File: src/rtl/ccr_pkg.sv
package ccr_pkg;

  typedef enum logic [1:0] {
    ACT_KEEP   = 2'b00,
    ACT_LOW    = 2'b01,
    ACT_HIGH   = 2'b10,
    ACT_TOGGLE = 2'b11
  } cmp_act_e;

  // Capture edge choice: 00 rising, 01 falling, 1x both
  function automatic logic edge_selected(input logic [1:0] sel,
                                         input logic       rise,
                                         input logic       fall);
    logic hit;
    if (sel[1])      hit = rise | fall;
    else if (sel[0]) hit = fall;
    else             hit = rise;
    return hit;
  endfunction

  function automatic logic act_level(input cmp_act_e act, input logic cur);
    logic lvl;
    case (act)
      ACT_LOW:    lvl = 1'b0;
      ACT_HIGH:   lvl = 1'b1;
      ACT_TOGGLE: lvl = ~cur;
      default:    lvl = cur;
    endcase
    return lvl;
  endfunction

endpackage

File: src/rtl/ccr_counter.sv
module ccr_counter #(
  parameter int W = 16
) (
  input  logic         clk,
  input  logic         rst_n,
  input  logic         en,
  input  logic         ld,
  input  logic [W-1:0] ld_val,
  output logic [W-1:0] count
);

  logic [W-1:0] cnt_q, cnt_d;

  always_comb begin
    cnt_d = cnt_q;
    if (ld)      cnt_d = ld_val;
    else if (en) cnt_d = cnt_q + W'(1);
  end

  always_ff @(posedge clk or negedge rst_n) begin
    if (!rst_n) cnt_q <= '0;
    else        cnt_q <= cnt_d;
  end

  assign count = cnt_q;

endmodule

File: src/rtl/ccr_edge_det.sv
module ccr_edge_det #(
  parameter int SYNC = 2
) (
  input  logic clk,
  input  logic rst_n,
  input  logic pin,
  output logic rise,
  output logic fall
);

  // stages 0..SYNC-1 synchronise, stage SYNC holds the previous sample
  logic [SYNC:0] sh_q, sh_d;

  always_comb sh_d = {sh_q[SYNC-1:0], pin};

  always_ff @(posedge clk or negedge rst_n) begin
    if (!rst_n) sh_q <= '0;
    else        sh_q <= sh_d;
  end

  assign rise =  sh_q[SYNC-1] & ~sh_q[SYNC];
  assign fall = ~sh_q[SYNC-1] &  sh_q[SYNC];

endmodule

File: src/rtl/ccr_slot.sv
module ccr_slot
  import ccr_pkg::*;
#(
  parameter int W = 16
) (
  input  logic         clk,
  input  logic         rst_n,
  input  logic [W-1:0] cnt,
  input  logic         cnt_en,
  input  logic         pwm,
  input  logic [2:0]   ctl,
  input  logic         rise,
  input  logic         fall,
  input  logic         wr_val,
  input  logic [W-1:0] wr_data,
  input  logic         flag_clr,
  output logic [W-1:0] value,
  output logic         flag,
  output logic         pin_out
);

  logic [W-1:0] gr_q, gr_d;
  logic         flag_q, flag_d;
  logic         out_q, out_d;
  logic         cap_mode, cap_evt, cmp_evt;

  always_comb begin
    cap_mode = ~pwm & ctl[2];
    cap_evt  = cap_mode & edge_selected(ctl[1:0], rise, fall);
    cmp_evt  = ~cap_mode & cnt_en & (cnt == gr_q);

    gr_d = gr_q;
    if (cap_evt)     gr_d = cnt;
    else if (wr_val) gr_d = wr_data;

    flag_d = flag_q;
    if (cap_evt | cmp_evt) flag_d = 1'b1;
    else if (flag_clr)     flag_d = 1'b0;

    out_d = out_q;
    if (pwm)          out_d = (cnt < gr_q);
    else if (cmp_evt) out_d = act_level(cmp_act_e'(ctl[1:0]), out_q);
  end

  always_ff @(posedge clk or negedge rst_n) begin
    if (!rst_n) begin
      gr_q   <= '1;
      flag_q <= 1'b0;
      out_q  <= 1'b0;
    end else begin
      gr_q   <= gr_d;
      flag_q <= flag_d;
      out_q  <= out_d;
    end
  end

  assign value   = gr_q;
  assign flag    = flag_q;
  assign pin_out = out_q;

endmodule

File: src/rtl/ccr_bank.sv
module ccr_bank #(
  parameter int W    = 16,
  parameter int N    = 4,
  parameter int SYNC = 2,
  parameter int AW   = $clog2(N + 3)
) (
  input  logic          clk,
  input  logic          rst_n,
  input  logic          cnt_en,
  input  logic          pwm_mode,
  input  logic          bus_we,
  input  logic          bus_full,
  input  logic [AW-1:0] bus_addr,
  input  logic [W-1:0]  bus_wdata,
  output logic [W-1:0]  bus_rdata,
  input  logic [N-1:0]  cap_in,
  output logic [N-1:0]  cmp_out
);

  localparam logic [AW-1:0] A_CTL  = AW'(N);
  localparam logic [AW-1:0] A_FLAG = AW'(N + 1);
  localparam logic [AW-1:0] A_CNT  = AW'(N + 2);

  logic                  wr_ok;
  logic [W-1:0]          cnt;
  logic [W-1:0]          ctl_q, ctl_d;
  logic [N-1:0][W-1:0]   gr_vec;
  logic [N-1:0]          flags;
  logic [N-1:0]          rise, fall;

  assign wr_ok = bus_we & bus_full;

  ccr_counter #(.W(W)) u_cnt (
    .clk   (clk),
    .rst_n (rst_n),
    .en    (cnt_en),
    .ld    (wr_ok && bus_addr == A_CNT),
    .ld_val(bus_wdata),
    .count (cnt)
  );

  always_comb begin
    ctl_d = ctl_q;
    if (wr_ok && bus_addr == A_CTL) ctl_d = bus_wdata;
  end

  always_ff @(posedge clk or negedge rst_n) begin
    if (!rst_n) ctl_q <= '0;
    else        ctl_q <= ctl_d;
  end

  for (genvar k = 0; k < N; k++) begin : g_slot
    localparam logic [AW-1:0] A_GR = AW'(k);

    ccr_edge_det #(.SYNC(SYNC)) u_edge (
      .clk  (clk),
      .rst_n(rst_n),
      .pin  (cap_in[k]),
      .rise (rise[k]),
      .fall (fall[k])
    );

    ccr_slot #(.W(W)) u_slot (
      .clk     (clk),
      .rst_n   (rst_n),
      .cnt     (cnt),
      .cnt_en  (cnt_en),
      .pwm     (pwm_mode),
      .ctl     (ctl_q[4*k +: 3]),
      .rise    (rise[k]),
      .fall    (fall[k]),
      .wr_val  (wr_ok && bus_addr == A_GR),
      .wr_data (bus_wdata),
      .flag_clr(wr_ok && bus_addr == A_FLAG && !bus_wdata[k]),
      .value   (gr_vec[k]),
      .flag    (flags[k]),
      .pin_out (cmp_out[k])
    );
  end

  always_comb begin
    bus_rdata = '0;
    if (bus_addr == A_CTL)       bus_rdata = ctl_q;
    else if (bus_addr == A_FLAG) bus_rdata = W'(flags);
    else if (bus_addr == A_CNT)  bus_rdata = cnt;
    else begin
      for (int i = 0; i < N; i++)
        if (bus_addr == AW'(i)) bus_rdata = gr_vec[i];
    end
  end

endmodule

File: config.mk
export PLATFORM = sky130hd
export DESIGN_NAME = ccr_bank
export DESIGN_NICKNAME = d
export VERILOG_FILES = /design/src/rtl/ccr_pkg.sv /design/src/rtl/ccr_counter.sv /design/src/rtl/ccr_edge_det.sv /design/src/rtl/ccr_slot.sv /design/src/rtl/ccr_bank.sv
export SDC_FILE = /design/constraint.sdc
export NUM_CORES = 1
export LEC_CHECK = 0
export ABC_AREA = 0
export BUFFER_PORTS_ARGS = -buffer_cell sky130_fd_sc_hd__buf_2
export CORE_MARGIN = 2
export CORE_UTILIZATION = 65
export DETAILED_ROUTE_END_ITERATION = 8
export PLACE_DENSITY = 0.95
export SETUP_SLACK_MARGIN = 0.15
export SYNTH_ARGS = -nofsm -noshare
export SYNTH_HDL_FRONTEND = slang
export SYNTH_SLANG_ARGS = --single-unit
File: constraint.sdc
create_clock -name clk -period 6.48 [get_ports clk]
set_input_delay 1.944 -clock clk [delete_from_list [all_inputs] [get_ports clk]]
set_output_delay 1.944 -clock clk [all_outputs]
set_load 0.02 [all_outputs]
**Yosys cells after proc, flatten, opt, wreduce, memory -nomap -nowiden**

Index checks and enable logic that the tools add are counted.

- Flip-flop bits (word level): 116
- Input bits: 29
- Output and inout bits: 20
- Logic and storage cells: 177

- $add $sub $neg: 1
- Magnitude comparators: 4
- Equality and inequality tests: 22
- Muxes and demuxes: 45
- Bitwise logic cells: 50
- Reductions and logical operators: 37

Operators with widths:

| kind | number |
|---|---|
| 16-bit 2-to-1 mux | 17 |
| 16-bit equality test | 4 |
| 16-bit less-than comparator | 4 |
| 2-bit nonzero test | 13 |
| 1-bit bitwise AND | 25 |
| 1-bit 2-to-1 mux | 24 |
| 1-bit inverter | 17 |
| 16-bit by 1-bit adder with 16-bit output, second input constant | 1 |
| 2-bit equality test, second input constant | 8 |
| 4-bit nonzero test | 4 |
| 1-bit case mux with 3 select lines | 4 |
| 1-bit logical AND | 11 |
| 3-bit equality test, second input constant | 3 |
| 2-bit by 1-bit equality test with 1-bit output, second input constant | 4 |
| 1-bit bitwise OR | 8 |
| 2-bit AND reduction | 4 |
| 3-bit by 2-bit equality test with 1-bit output, second input constant | 2 |
| 1-bit zero test | 4 |
| 3-bit by 1-bit equality test with 1-bit output, second input constant | 1 |
| 3-bit zero test | 1 |

**Longest topological paths before layout**

Gate-level depths: netlist of run 1.

- Depth after elaboration: 8
- Gate-level depth with buffers: 8
- Mapped depth without buffers: 7

**Modules after synthesis**

From an unflattened synthesis of run 1, not the netlist that was laid out.

- Cells, all modules: 856
- Area total of the unflattened synthesis: 8395.6 µm²

By module, submodules not included:

| module | instances | cells an instance | area each (µm²) | seq. area each (µm²) |
|---|---|---|---|---|
| ccr_slot (g_slot[0].u_slot ...) | 3 | 145 | 1365.1 | 470.5 |
| ccr_bank | 1 | 158 | 1576.5 | 400.4 |
| ccr_slot (g_slot[3].u_slot) | 1 | 144 | 1420.1 | 470.5 |
| ccr_counter | 1 | 99 | 943.4 | 400.4 |
| ccr_edge_det | 4 | 5 | 90.1 | 75.1 |

**Worst setup path before layout of run 1**

OpenSTA, ideal clock, no wires.

- Path kind: input-to-output
- Start: input port bus_addr[1]
- End: output port bus_rdata[0]
- Data arrival time: 3.160 ns
- Data required time: 4.536 ns
- Slack: 1.376 ns
- Cell stages on the path: 6
- Path buffers: 2
- Cells stage by stage: buf_4 -> buf_2 -> mux2i_1 -> o21ai_0 -> a222oi_1 -> o21ai_0

- Cells in the longest elaborated chain, start to end: 8
- Elaborated cells on any way between the ends: 14
- Classes of those cells: eq/ne (6); mux (7); reduce/logical (1)

RTL lines:

| item | RTL line | text |
|---|---|---|
| start, declared | ccr_bank.sv:13 | `input logic [AW-1:0] bus_addr,` |
| 3-bit zero test | ccr_bank.sv:88 | `if (bus_addr == AW'(i)) bus_rdata = gr_vec[i];` |
| 16-bit 2-to-1 mux (4 in series) | ccr_bank.sv:88 |  |
| 16-bit 2-to-1 mux | ccr_bank.sv:85 | `else if (bus_addr == A_CNT) bus_rdata = cnt;` |
| 16-bit 2-to-1 mux | ccr_bank.sv:84 | `else if (bus_addr == A_FLAG) bus_rdata = W'(flags);` |
| 16-bit 2-to-1 mux * | ccr_bank.sv:83 | `if (bus_addr == A_CTL) bus_rdata = ctl_q;` |
| end, declared | ccr_bank.sv:15 | `output logic [W-1:0] bus_rdata,` |

Mark *: on every way between the ends. The rest lies on a longest branch, timed or not.

**Final worst setup path of run 1**

- Start: input port bus_addr[0]
- End: output port bus_rdata[1]

The elaborated chain is that of the path after synthesis.

==> summary.md, run 1 <==
| Metric | Value |
|---|---|
| # fillers | `785` |
| Top-count cell post-synth | `a21oi_1` |
| Register bit total from synthesis | `116` |
| Die Span Y | `114 um` |
| Slew HR | `13.7%` |
| Crit-path cells | `buf_2 > nor2b_1 > buf_4 > a21oi_1 > o21ai_0 > o31a_1 > buf_2` |
| Clk buf depth | `2` |
| CTS Buf Count | `17` |
| # port buffers | `48` |
| Hold Buf Count CTS | `0` |
| Core Footprint | `11900 sq um` |
| # diodes | `0` |
| YS warnings | `0` |
| Status | `finished clean` |
| Die area | `13000 sq um` |
| DRT iter0 DRCs | `848` |
| DR vias/cell | `6.54` |
| Vias in the first global route | `6920` |
| Final critical-path required period | `5.68 ns` |
| RePlAce Congestion | `0.996` |
| Register Area | `2980 sq um` |
| DR DRC count | `0` |
| Delay of the slowest cell on the worst path | `0.52 ns` |
| Worst hold slack | `0.350 ns` |
| Number of I/O pins | `49` |
| Synthesized net count | `989` |
| Clk sink count | `116` |
| Fin cells | `1071` |
| Initial antenna violation count | `0` |
| Critical Path Fanout Max | `31` |
| Most common cell on crit path | `buf_2` |
| Number of resized instances in the post-cts repair step | `0` |
| Largest net degree at the start of global routing | `74` |
| Critical path capture point type | `primary output` |
| Slew Viols, Final | `0` |
| Max_cap viols | `0` |
| First-pass GRT wire length | `35900 um` |
| PD cells | `487 nW/um^2` |
| Starting Density | `66.2%` |
| Cell Rows | `40` |
| Total gr overflow | `0` |
| Max Clk Rate | `0.176 GHz` |
| H-tree depth | `4` |
| Top FF cell, synth | `dfstp_2` |
| Synthesis-to-layout area growth | `11.7%` |
| Area taken by multi-input logic gates | `4300 sq um` |
| Critical path's slowest cell | `buf_2` |
| Tot GR Track Use | `36.2%` |
| Cell variety after synth | `50` |
| Setup tns final | `0 ns` |
| Critical path class | `in -> out` |
| Synth area leaders | `dfstp_2, dfrtp_1, ha_1, mux2i_1, a21oi_1` |
| Largest area contributor in the netlist | `dfstp_2` |
| Buffer count from post-CTS setup fixing | `0` |
| RSZ-0062 raised after global routing | `no` |
| Post-Route WL | `22400 um` |
| Placed cell count | `1039` |
| Peak supply drop | `0.316 mV` |
| LEAKAGE | `4.21 nW` |
| Wirelength per Cell | `20.9 um` |
| Worst-Skew Late Latency | `0.43 ns` |
| CTS Root Cell | `clkbuf_16` |
| Clock skew | `0.00938 ns` |
| Core Util, Final | `73.9%` |
| Worst setup SP type | `primary input` |
| Top-area cell type share of the netlist area | `21.3%` |
| Cell count after synthesis | `887` |
| Hold Path Class | `reg -> reg` |
| Post-synth ARST share | `100%` |
| Post-synth EDFFs | `0` |
| Total Power | `4.29 mW` |
| Register area share after synthesis | `37.8%` |
| CP required | `4.54 ns` |
| Mapped Area | `7890 sq um` |
| Final hold vios | `0` |
| Avg Cell Area, Syn | `8.89 sq um` |
| Measured slew at the worst slew-check pin | `1.29 ns` |
| Final Setup Violations | `0` |
| Share of cells above drive strength 1 | `19.7%` |
| Critical path arrival | `3.74 ns` |
| Final #Nets | `1013` |
| Clock transition at path regs | `0.05 ns` |
| Top cells by count, synth | `a21oi_1, nor2_1, inv_1` |
| Drt first pass iters | `8` |
| Fin crit share | `87.7%` |
| Vias | `7007` |
| Die W | `114 um` |
| CTS tree | `yes` |
| Antenna viol nets, final | `0` |
| Dpl hpwl | `14500 um` |
==> metal layers <==
layer	track usage, %	routed length (um)	share of wire (%)
met1	46.1	8410	38
met2	56.3	10300	46
met3	9.79	2590	12
met4	20.2	1060	4.7
met5	0	0	0
==> report_power, final <==
| part | switching [mW] | total [mW] | leakage [nW] | internal [mW] |
|---|---|---|---|---|
| logic | 0.928 | 1.62 | 2.59 | 0.691 |
| registers | 0.400 | 1.56 | 1.28 | 1.16 |
| clock network | 0.334 | 1.10 | 0.337 | 0.771 |
| total | 1.66 | 4.29 | 4.21 | 2.63 |
==> layout make-up <==
class	count	share of cell area, %
sequential	116	33.9
multi-input combinational	634	48.9
tap	147	2.09
timing repair buffer	60	3.78
clock inverter	8	2.19
clock buffer	24	5.70
inverter	82	3.50
==> worst max-delay path: cells and delay by family <==
| kind | cells | cell delay (ns) |
|---|---|---|
| buffers and inverters | 3 | 0.97 |
| AOI/OAI and AO/OA | 3 | 0.60 |
| and+or+nand+nor | 1 | 0.20 |
==> stage by stage <==
step	area (sq um)	worst slack (ns)
final	8810	0.798
after global placement	8110	1.02
after detailed placement	8110	0.982
after CTS	8810	0.952
after global routing	8810	0.808
after floorplan	7890	1.38
==> placed cells by master (no fill, tap or decap), drive strengths merged, types with 2 or more instances in the layout <==
| cell type | synthesis | routed |
|---|---|---|
| buf | 37 | 60 |
| o21ai | 23 | 23 |
| nor2 | 122 | 122 |
| mux2i | 78 | 78 |
| and4 | 2 | 2 |
| o211ai | 4 | 4 |
| xor2 | 5 | 5 |
| a31oi | 4 | 4 |
| nor3 | 8 | 8 |
| a222oi | 3 | 3 |
| o2bb2ai | 3 | 3 |
| clkbuf | 18 | 24 |
| and3 | 4 | 4 |
| nand3 | 15 | 15 |
| o22ai | 2 | 2 |
| inv | 82 | 82 |
| nand4 | 9 | 9 |
| bufinv | 0 | 6 |
| nor2b | 6 | 6 |
| ha | 73 | 73 |
| a41oi | 4 | 4 |
| xnor2 | 10 | 10 |
| nand2 | 65 | 65 |
| or4 | 2 | 2 |
| dfrtp | 52 | 52 |
| o221ai | 12 | 12 |
| dfstp | 64 | 64 |
| mux2 | 20 | 20 |
| nor4b | 2 | 2 |
| a21oi | 138 | 138 |
| nor4 | 5 | 5 |
| a21o | 4 | 4 |
==> worst paths after layout <==
check	end	start	slack, ns	depth (start not counted)
setup / recovery	bus_rdata[1]	bus_addr[0]	0.80	7
hold / removal	g_slot[3].u_edge.sh_q[1]	g_slot[3].u_edge.sh_q[0]	0.35	0
setup reg to reg	g_slot[1].u_slot.pin_out	u_cnt.count[13]	3.97	6
hold reg to reg	g_slot[3].u_edge.sh_q[1]	g_slot[3].u_edge.sh_q[0]	0.35	0
max in group asynchronous	g_slot[1].u_slot.value[12]	rst_n	3.72	2
min in group asynchronous	g_slot[2].u_edge.sh_q[0]	rst_n	1.64	1
==> sequential cells by signal, summed over array words and instances (netlist names) <==
| name | flops |
|---|---|
| ctl_q | 16 |
| g_slot.u_edge.sh_q | 12 |
| g_slot.u_slot.flag | 4 |
| g_slot.u_slot.pin_out | 4 |
| g_slot.u_slot.value | 64 |
| u_cnt.count | 16 |
==> logic make-up after synthesis <==
family | Yosys count | synth area share [%]
xor gates and xnor gates | 15 | 1.67
AOI/OAI and AO/OA | 204 | 14.7
muxes | 98 | 12.8
adders and majority gates | 73 | 11.6
and+or+nand+nor | 244 | 13.7
DFF | 116 | 37.8
buffers and inverters | 137 | 7.70
Power figures use the tool's default switching activity.
==> inputs of run 2 (changes only) <==
--- a/config.mk
+++ b/config.mk
@@ -6,11 +6,11 @@
 export NUM_CORES = 1
 export LEC_CHECK = 0
 export ABC_AREA = 0
-export BUFFER_PORTS_ARGS = -buffer_cell sky130_fd_sc_hd__buf_2
 export CORE_MARGIN = 2
 export CORE_UTILIZATION = 65
 export DETAILED_ROUTE_END_ITERATION = 8
-export PLACE_DENSITY = 0.95
+export DONT_BUFFER_PORTS = 1
+export PLACE_DENSITY = 0.92
 export SETUP_SLACK_MARGIN = 0.15
 export SYNTH_ARGS = -nofsm -noshare
 export SYNTH_HDL_FRONTEND = slang
==> run 2 against run 1 <==
Clock power decreased by 20%. Die area unchanged. Count of clock-buffer cells in the layout is 3 higher. Core utilization is 3.3 points lower. Sequential cell count did not move. Sequential power is essentially flat. Largest power group is now sequential cells.
==> summary.md, run 2 (synthesized netlist as in run 1, its figures left out) <==
| Metric | Value |
|---|---|
| Status | `finished clean` |
| Critical path's slowest cell | `o221ai_1` |
| CP required | `4.54 ns` |
| Worst path buffer plus inverter count | `1` |
| Final worst slack | `1.17 ns` |
| Critical path arrival | `3.36 ns` |
| Commonest non-fill, non-tap cell in the layout | `a21oi_1` |
| Drt first pass iters | `7` |
| Vias in the first global route | `6765` |
| H-tree depth | `4` |
| Hold Path Class | `reg -> reg` |
| # fillers | `823` |
| Die Span Y | `114 um` |
| RSZ-0062 raised after global routing | `no` |
| Cell Rows | `40` |
| Total Power | `4.01 mW` |
| Post-Route WL | `22000 um` |
| Die W | `114 um` |
| CTS Buf Count | `17` |
| Share of cells above drive strength 1 | `14.7%` |
| Flop2flop setup slack | `3.66 ns` |
| Antenna viol nets, final | `0` |
| Final hold vios | `0` |
| Dpl hpwl | `14400 um` |
| Initial antenna violation count | `0` |
| Max Clk Rate | `0.188 GHz` |
| Worst setup SP type | `primary input` |
| Core Util, Final | `70.6%` |
| Clk sink count | `116` |
| Peak supply drop | `0.301 mV` |
| # diodes | `0` |
| DP Area | `7870 sq um` |
| Vias | `6809` |
| Starting Density | `66.2%` |
| DR vias/cell | `6.66` |
| CP top delay family | `compound AO/OA/AOI/OAI gates` |
| Measured slew at the worst slew-check pin | `1.27 ns` |
| R2R depth | `6` |
| Critical Path Fanout Max | `31` |
| Synthesis-to-layout area growth | `6.68%` |
| Dpl ws | `1.26 ns` |
| Most frequent cells in the layout | `a21oi_1, nor2_1, inv_1, mux2i_1, ha_1` |
| Number of resized instances in the post-cts repair step | `0` |
| Max_cap viols | `0` |
| LEAKAGE | `3.94 nW` |
| Tot GR Track Use | `35.2%` |
| First-pass GRT wire length | `35000 um` |
| Finished Cell Area | `8410 sq um` |
| Critical path capture point type | `primary output` |
| PD cells | `477 nW/um^2` |
| Buffer count from post-CTS setup fixing | `0` |
| CTS tree | `yes` |
| Slew HR | `15.2%` |
| # port buffers | `0` |
| Clk buf depth | `2` |
| Stages on worst setup path | `4` |
| Final #Nets | `965` |
| Worst-Skew Late Latency | `0.43 ns` |
| Min-Delay Path Depth | `0` |
| Delay of the slowest cell on the worst path | `0.52 ns` |
| Clock skew | `0.00931 ns` |
| Core Footprint | `11900 sq um` |
| Crit-path cells | `nor2b_1 > buf_4 > a21oi_1 > o221ai_1` |
| Die area | `13000 sq um` |
| Fin crit share | `81.9%` |
| Max reg flops | `64` |
| Slew Viols, Final | `0` |
| Total gr overflow | `0` |
| Final Setup Violations | `0` |
| DRT iter0 DRCs | `778` |
| Wirelength per Cell | `21.5 um` |
| Critical path class | `in -> out` |
| Setup tns final | `0 ns` |
| Hold Buf Count CTS | `0` |
| CTS Root Cell | `clkbuf_16` |
| Largest net degree at the start of global routing | `117` |
| Clock transition at path regs | `0.05 ns` |
| Final critical-path required period | `5.31 ns` |
| DR DRC count | `0` |
| RePlAce Congestion | `0.943` |
| Number of I/O pins | `49` |
==> run 2: cell types whose count changed in the layout (fill, tap and decap cells not counted) <==
cell	change
buf_2	-47
clkbuf_1	+5
bufinv_16	-5
clkinvlp_4	-1
clkinv_2	+3
clkbuf_8	-2
buf_4	-1
==> run 2: stage by stage <==
step | std cells | hold slack [ns]
finish | 1023 | 0.342
CTS | 1023 | 0.346
floorplan | 887 | 0.331
global route | 1023 | 0.348
detailed placement | 991 | 0.337
global placement | 991 | 0.333
==> run 2: worst paths after layout <==
path / end / startpoint
worst min register to register: g_slot[2].u_edge.sh_q[1] / g_slot[2].u_edge.sh_q[0]
min in group asynchronous: ctl_q[11] / rst_n
worst max-delay path: bus_rdata[6] / bus_addr[0]
worst min-delay path: g_slot[2].u_edge.sh_q[1] / g_slot[2].u_edge.sh_q[0]
worst max register to register: g_slot[3].u_slot.pin_out / u_cnt.count[13]
max in group asynchronous: g_slot[1].u_slot.value[4] / rst_n
==> run 2: where the power goes <==
part           internal (mW)  total, mW  switching (mW)
clock                  0.554      0.877           0.323
sequential              1.16       1.58           0.411
combinational          0.669       1.56           0.891
total                   2.39       4.01            1.63
==> run 2: layout make-up <==
type | count | area [sq um] | share of cell area [%]
sequential | 116 | 2980 | 35.5
tap | 147 | 184 | 2.19
clock buffer | 27 | 493 | 5.86
timing repair buffer | 12 | 90.1 | 1.07
inverter | 82 | 308 | 3.66
multi-input combinational | 634 | 4300 | 51.2
clock inverter | 5 | 50.0 | 0.595
==> run 2: metal layers <==
layer	up-vias	routed length (um)	track usage, %
met5	-	0	0
met4	0	1230	19.3
met3	122	2510	10.4
met2	450	9980	54.2
met1	3212	8240	44.7
li1	3025	-	-
